`config.mk`:
```
export PLATFORM = sky130hd
export DESIGN_NAME = phase_gate_decoder
export DESIGN_NICKNAME = d
export VERILOG_FILES = /design/src/rtl/gdec_pkg.sv /design/src/rtl/gdec_indep.sv /design/src/rtl/gdec_step_table.sv /design/src/rtl/gdec_out_pipe.sv /design/src/rtl/phase_gate_decoder.sv
export SDC_FILE = /design/constraint.sdc
export NUM_CORES = 1
export LEC_CHECK = 0
export BUFFER_PORTS_ARGS = -buffer_cell sky130_fd_sc_hd__buf_2
export CAP_MARGIN = 5
export CORE_MARGIN = 4
export CORE_UTILIZATION = 40
export CTS_CLUSTER_SIZE = 12
export DETAILED_ROUTE_END_ITERATION = 10
export PLACE_DENSITY_LB_ADDON = 0.25
export SLEW_MARGIN = 5
export SYNTH_ARGS = -nofsm -noshare
export SYNTH_HDL_FRONTEND = slang
export SYNTH_SLANG_ARGS = --single-unit
```
`constraint.sdc`:
```
create_clock -name clk -period 0.8 [get_ports clk]
set_clock_uncertainty 0.2 [all_clocks]
set_input_delay 0.16 -clock clk [delete_from_list [all_inputs] [get_ports clk]]
set_output_delay 0.16 -clock clk [all_outputs]
set_load 0.1 [all_outputs]
```
`src/rtl/gdec_pkg.sv`:
```
package gdec_pkg;

   localparam int unsigned NPH = 3;

   typedef enum logic [1:0] {
      MODE_SIX_A = 2'b00,
      MODE_THREE = 2'b01,
      MODE_STEP  = 2'b10,
      MODE_SIX_B = 2'b11
   } gdec_mode_e;

   typedef enum logic [1:0] {
      ROLE_OFF  = 2'd0,
      ROLE_PWM  = 2'd1,
      ROLE_SINK = 2'd2
   } gdec_role_e;

   typedef struct packed {
      logic [NPH-1:0] hi;
      logic [NPH-1:0] lo;
   } gate_word_t;

endpackage

```
`src/rtl/gdec_indep.sv`:
```
module gdec_indep
   import gdec_pkg::*;
#(
   parameter bit FOLLOW_HIGH = 1'b0
) (
   input  logic [NPH-1:0] hi_cmd,
   input  logic [NPH-1:0] lo_cmd,
   output gate_word_t     word
);
   for (genvar p = 0; p < NPH; p++) begin : g_ph
      if (FOLLOW_HIGH) begin : g_three
         assign word.hi[p] = hi_cmd[p];
         assign word.lo[p] = ~hi_cmd[p];
      end else begin : g_six
         assign word.hi[p] = hi_cmd[p] & ~lo_cmd[p];
         assign word.lo[p] = lo_cmd[p] & ~hi_cmd[p];
      end
   end

   logic unused_lo;
   assign unused_lo = FOLLOW_HIGH ? ^lo_cmd : 1'b0;
endmodule

```
`src/rtl/gdec_step_table.sv`:
```
module gdec_step_table
   import gdec_pkg::*;
(
   input  logic [3:0] code,
   input  logic       pwm,
   input  logic       fw_active,
   output gate_word_t word
);
   gdec_role_e role [NPH];

   always_comb begin
      role[0] = ROLE_OFF;
      role[1] = ROLE_OFF;
      role[2] = ROLE_OFF;
      unique case (code)
         4'b0110: begin role[0] = ROLE_PWM;  role[1] = ROLE_SINK; end
         4'b0101: begin role[0] = ROLE_PWM;  role[1] = ROLE_SINK; role[2] = ROLE_PWM;  end
         4'b0100: begin role[1] = ROLE_SINK; role[2] = ROLE_PWM;  end
         4'b1101: begin role[0] = ROLE_SINK; role[1] = ROLE_SINK; role[2] = ROLE_PWM;  end
         4'b1100: begin role[0] = ROLE_SINK; role[2] = ROLE_PWM;  end
         4'b1001: begin role[0] = ROLE_SINK; role[1] = ROLE_PWM;  role[2] = ROLE_PWM;  end
         4'b1000: begin role[0] = ROLE_SINK; role[1] = ROLE_PWM;  end
         4'b1011: begin role[0] = ROLE_SINK; role[1] = ROLE_PWM;  role[2] = ROLE_SINK; end
         4'b1010: begin role[1] = ROLE_PWM;  role[2] = ROLE_SINK; end
         4'b0011: begin role[0] = ROLE_PWM;  role[1] = ROLE_PWM;  role[2] = ROLE_SINK; end
         4'b0010: begin role[0] = ROLE_PWM;  role[2] = ROLE_SINK; end
         4'b0111: begin role[0] = ROLE_PWM;  role[1] = ROLE_SINK; role[2] = ROLE_SINK; end
         4'b1110: begin role[0] = ROLE_PWM;  role[1] = ROLE_SINK; role[2] = ROLE_SINK; end
         default: ;
      endcase
   end

   for (genvar p = 0; p < NPH; p++) begin : g_ph
      always_comb begin
         word.hi[p] = 1'b0;
         word.lo[p] = 1'b0;
         case (role[p])
            ROLE_PWM: begin
               word.hi[p] = pwm;
               word.lo[p] = fw_active & ~pwm;
            end
            ROLE_SINK: word.lo[p] = 1'b1;
            default: ;
         endcase
      end
   end
endmodule

```
`src/rtl/gdec_out_pipe.sv`:
```
module gdec_out_pipe
   import gdec_pkg::*;
#(
   parameter int unsigned STAGES = 1
) (
   input  logic       clk,
   input  logic       rst_n,
   input  gate_word_t d,
   output gate_word_t q
);
   gate_word_t stage_q [STAGES];

   for (genvar s = 0; s < STAGES; s++) begin : g_stage
      always_ff @(posedge clk or negedge rst_n) begin
         if (!rst_n) begin
            stage_q[s] <= '0;
         end else if (s == 0) begin
            stage_q[s] <= d;
         end else begin
            stage_q[s] <= stage_q[(s == 0) ? 0 : s-1];
         end
      end
   end

   assign q = stage_q[STAGES-1];
endmodule

```
`src/rtl/phase_gate_decoder.sv`:
```
module phase_gate_decoder
   import gdec_pkg::*;
#(
   parameter int unsigned PIPE_STAGES = 1
) (
   input  logic       clk,
   input  logic       rst_n,
   input  logic       enable,
   input  logic [1:0] mode,
   input  logic       fw_active,
   input  logic [2:0] hi_in,
   input  logic [2:0] lo_in,
   output logic [2:0] gate_hi,
   output logic [2:0] gate_lo
);
   if (PIPE_STAGES < 1 || PIPE_STAGES > 8) begin : g_bad_stages
      $error("PIPE_STAGES must lie in 1..8");
   end

   gdec_mode_e mode_e;
   gate_word_t six_w, three_w, step_w, sel_w, out_w;
   logic [3:0] step_code;

   assign mode_e    = gdec_mode_e'(mode);
   assign step_code = {lo_in[0], hi_in[1], lo_in[1], hi_in[2]};

   gdec_indep #(.FOLLOW_HIGH(1'b0)) u_six (
      .hi_cmd (hi_in),
      .lo_cmd (lo_in),
      .word   (six_w)
   );

   gdec_indep #(.FOLLOW_HIGH(1'b1)) u_three (
      .hi_cmd (hi_in),
      .lo_cmd (lo_in),
      .word   (three_w)
   );

   gdec_step_table u_step (
      .code      (step_code),
      .pwm       (hi_in[0]),
      .fw_active (fw_active),
      .word      (step_w)
   );

   always_comb begin
      unique case (mode_e)
         MODE_THREE: sel_w = three_w;
         MODE_STEP:  sel_w = step_w;
         default:    sel_w = six_w;
      endcase
      if (!enable) sel_w = '0;
   end

   gdec_out_pipe #(.STAGES(PIPE_STAGES)) u_pipe (
      .clk   (clk),
      .rst_n (rst_n),
      .d     (sel_w),
      .q     (out_w)
   );

   assign gate_hi = out_w.hi;
   assign gate_lo = out_w.lo;
endmodule

```
==> impl_metrics.py <==
metrics = {
    "grt": {
        "antenna_found_initial": 0,
        "combined_global_route_utilization_of_all_metal_layers": 0.176,
        "first_pass_grt_wire_length_um": 2660,
        "via_count_of_the_first_global_routing_pass": 601,
        "grt_ovf": 0,
        "largest_net_degree_at_the_start_of_global_routing": 10,
    },
    "power": {
        "proportion_of_total_power_due_to_net_switching": 0.369,
        "combPwrFrac": 0.509,
        "net-switching-power_mw": 0.487,
        "total_leakage_power_nw": 0.512,
        "seq_power_share": 0.256,
        "power_density_mw_per_mm2": 1150,
        "power.ir.vdd_worst_mv": 0.702,
        "power.internal_mw": 0.833,
        "clkPwrFrac": 0.235,
    },
    "final_layout": {
        "syn2layout_area_growth_pct": 92.7,
        "mostFrequentLayoutCells": "sky130_fd_sc_hd__buf_4, sky130_fd_sc_hd__buf_12, sky130_fd_sc_hd__buf_2",
        "drive_above_1_share": 0.673,
        "antenna-diode-count": 0,
        "layout_commonest_cell": "sky130_fd_sc_hd__buf_4",
        "nets": 125,
        "num-fill-cells": 68,
        "largest_register_ffs": 6,
    },
    "timing": {
        "final-hold-violation-count": 0,
        "finalSetupViolations": 12,
        "final-max-slew-violation-count": 0,
        "fmax_ghz": 0.721,
        "final.period_utilization": 1.73,
        "totalNegativeSetupSlack_ps": -5040,
        "unrepaired_setup_endpoints_after_global_routing": "true",
        "post-route-min-period_ps": 1390,
        "tightest_slew_ps": 375,
        "worst_slew_margin_relative_to_its_limit": 0.749,
        "final.setup.worst_slack_ps": -586,
    },
    "synth": {
        "synth.ff_latch_count": 6,
        "sequential_share_of_the_synthesized_area": 0.251,
        "synth_largest_type_area_fraction": 0.251,
        "synthTopCellsByArea": "sky130_fd_sc_hd__dfrtp_1, sky130_fd_sc_hd__ha_1, sky130_fd_sc_hd__a21oi_1, sky130_fd_sc_hd__nor2_1, sky130_fd_sc_hd__nand2_1",
        "synth_top_flop_cell": "sky130_fd_sc_hd__dfrtp_1",
        "synth.distinct_cells": 25,
        "ys_async_sr_fraction": 1.00,
        "ys_warn_count": 0,
        "synthesis.instances": 71,
        "syn_area_per_cell_um2": 8.42,
        "synth_enable_flop_cells": 0,
        "mappedNetlistArea_um2": 598,
        "synth.largest_area_cell": "sky130_fd_sc_hd__dfrtp_1",
        "synth_fp_nets": 91,
    },
    "worst_setup_path": {
        "sort_of_element_at_the_start_of_the_critical_path": "primary input",
        "critical_path_class": "primary input to flop",
        "critical_path.top_delay_family": "simple AND/OR/NAND/NOR gates",
        "worstPathArrival_ps": 1330,
        "worst-path-max-fanout": 5,
        "critPathMaxStageDelay_ps": 260,
        "worst-path-buf-inv": 1,
        "worstPathCellList": "buf_8 > and2_4 > nor2_1 > or2_1 > ha_4 > o32ai_4",
        "slowest_stage": "sky130_fd_sc_hd__o32ai_4",
        "worst_setup_ep_type": "flop",
        "critical_path_required_ps": 750,
    },
    "detailed_routing": {
        "routedWlPerCell_um": 15.7,
        "detail_route.first_pass.iterations": 4,
        "route.vias.total": 660,
        "detail-route-antenna-nets": 0,
        "remaining_drc_errors": 0,
        "detail_route.vias_per_cell": 5.55,
        "routed_wirelength_um": 1870,
        "initialDrtViolationCount": 30,
    },
    "clock_network": {
        "ctsHtreeMaxLevel": 1,
        "cts_max_path_buffers": 2,
        "path_clk_slew_ps": 50,
        "tritoncts": "built",
        "cts-buffers-inserted": 3,
        "numClockSinks": 6,
        "cts_root_buf": "sky130_fd_sc_hd__clkbuf_4",
    },
    "run": {
        "cap_viol_max_count": 0,
    },
    "floorplan": {
        "floorplan.die.width_um": 46.7,
        "floorplan.rows": 13,
        "floorplan.die_area_mm2": 0.00218,
        "fp.coreArea_mm2": 0.00135,
        "pin_count": 18,
        "initial_core_util": 0.443,
        "die_height_um": 46.7,
    },
    "hold_path": {
        "worstHoldPathType": "primary input to flop",
    },
    "status": {
        "status": "complete, but fails checks",
        "failing_checks": "negative setup slack",
    },
    "placed_design": {
        "placement.io_buffers": 17,
        "post-place-ws_ps": -743,
        "dp_hpwl_um": 1110,
        "place_congestion": 0.784,
    },
}
[final cells by class]
class / instances / area (µm²) / share of cell area
Timing Repair Buffer: 32 / 352 / 0.305
Tap cell: 15 / 18.8 / 0.0163
Inverter: 3 / 16.3 / 0.0141
Clock buffer: 4 / 26.3 / 0.0228
Sequential cell: 6 / 165 / 0.143
Multi-Input combinational cell: 59 / 574 / 0.498
[cell usage after synthesis (all sizes together) (2+ instances only)]
master	n
o32ai	3
and2	5
ha	8
inv	3
buf	3
dfrtp	6
a21oi	7
or2	2
nand2	7
or2b	2
o21ai	6
nor2b	4
nor2	8
a21boi	2
[path summary, 6_finish.rpt]
kind,from,cells after the start,end
setup / recovery,lo_in[0],6,u_pipe.q[2]
hold / removal,enable,3,u_pipe.q[3]
max in group asynchronous,rst_n,2,u_pipe.q[4]
min in group asynchronous,rst_n,2,u_pipe.q[5]
[metrics by stage]
stage | cells | instance area (µm²) | power, mW | util | hold WS (ps)
finish | 119 | 1150 | 1.32 | 0.854 | 32.6
CTS | 119 | 1070 | 1.24 | 0.791 | -0.693
global route | 119 | 1150 | 1.39 | 0.854 | 30.9
floorplan | 71 | 668 | 0.669 | - | -336
detailed placement | 111 | 907 | 0.851 | 0.672 | -209
global placement | 111 | 907 | 0.843 | 0.672 | -214
[cell families after synthesis]
kind of cell             count (synthesis)  share of synthesized area
AO/OA/AOI/OAI                           20                      0.230
adder cells (fa/ha/maj)                  8                      0.167
buffers and inverters                    6                     0.0523
flip-flops                               6                      0.251
AND/OR/NAND/NOR                         31                      0.299
[routing by layer]
metal  global-route usage  part of all wire  vias to the layer above  routed length (µm)
li1                     -                 -                      312                   -
met1                0.213              0.41                      315                 769
met2                0.308              0.51                       31                 947
met3               0.0469             0.078                        2                 146
met4               0.0387            0.0053                        0                  10
met5                    0                 0                        -                   0
[worst min-delay path, cell delays in order]
cell and delay [ps]:
sky130_fd_sc_hd__buf_2 160, sky130_fd_sc_hd__nand2_1 90, sky130_fd_sc_hd__nor2_1 40
[power groups by stage]
stage,logic (mW),registers (mW),clock network [mW]
after global routing,0.710,0.340,0.341
after detailed placement,0.507,0.344,0
final,0.672,0.338,0.311
after CTS,0.586,0.338,0.313
after global placement,0.499,0.343,0
after floorplan,0.220,0.449,0
[repair_timing]
action / in CTS / in global routing
endpoints found under the setup margin: 12 / 12
hold endpoints to repair: 7 / 0
setup buffers: 3 / 0
hold buffers: 1 / 0
pin swaps: 13 / 17
resized for setup: 28 / 17
No activity file was read; power rests on OpenSTA's default activity.
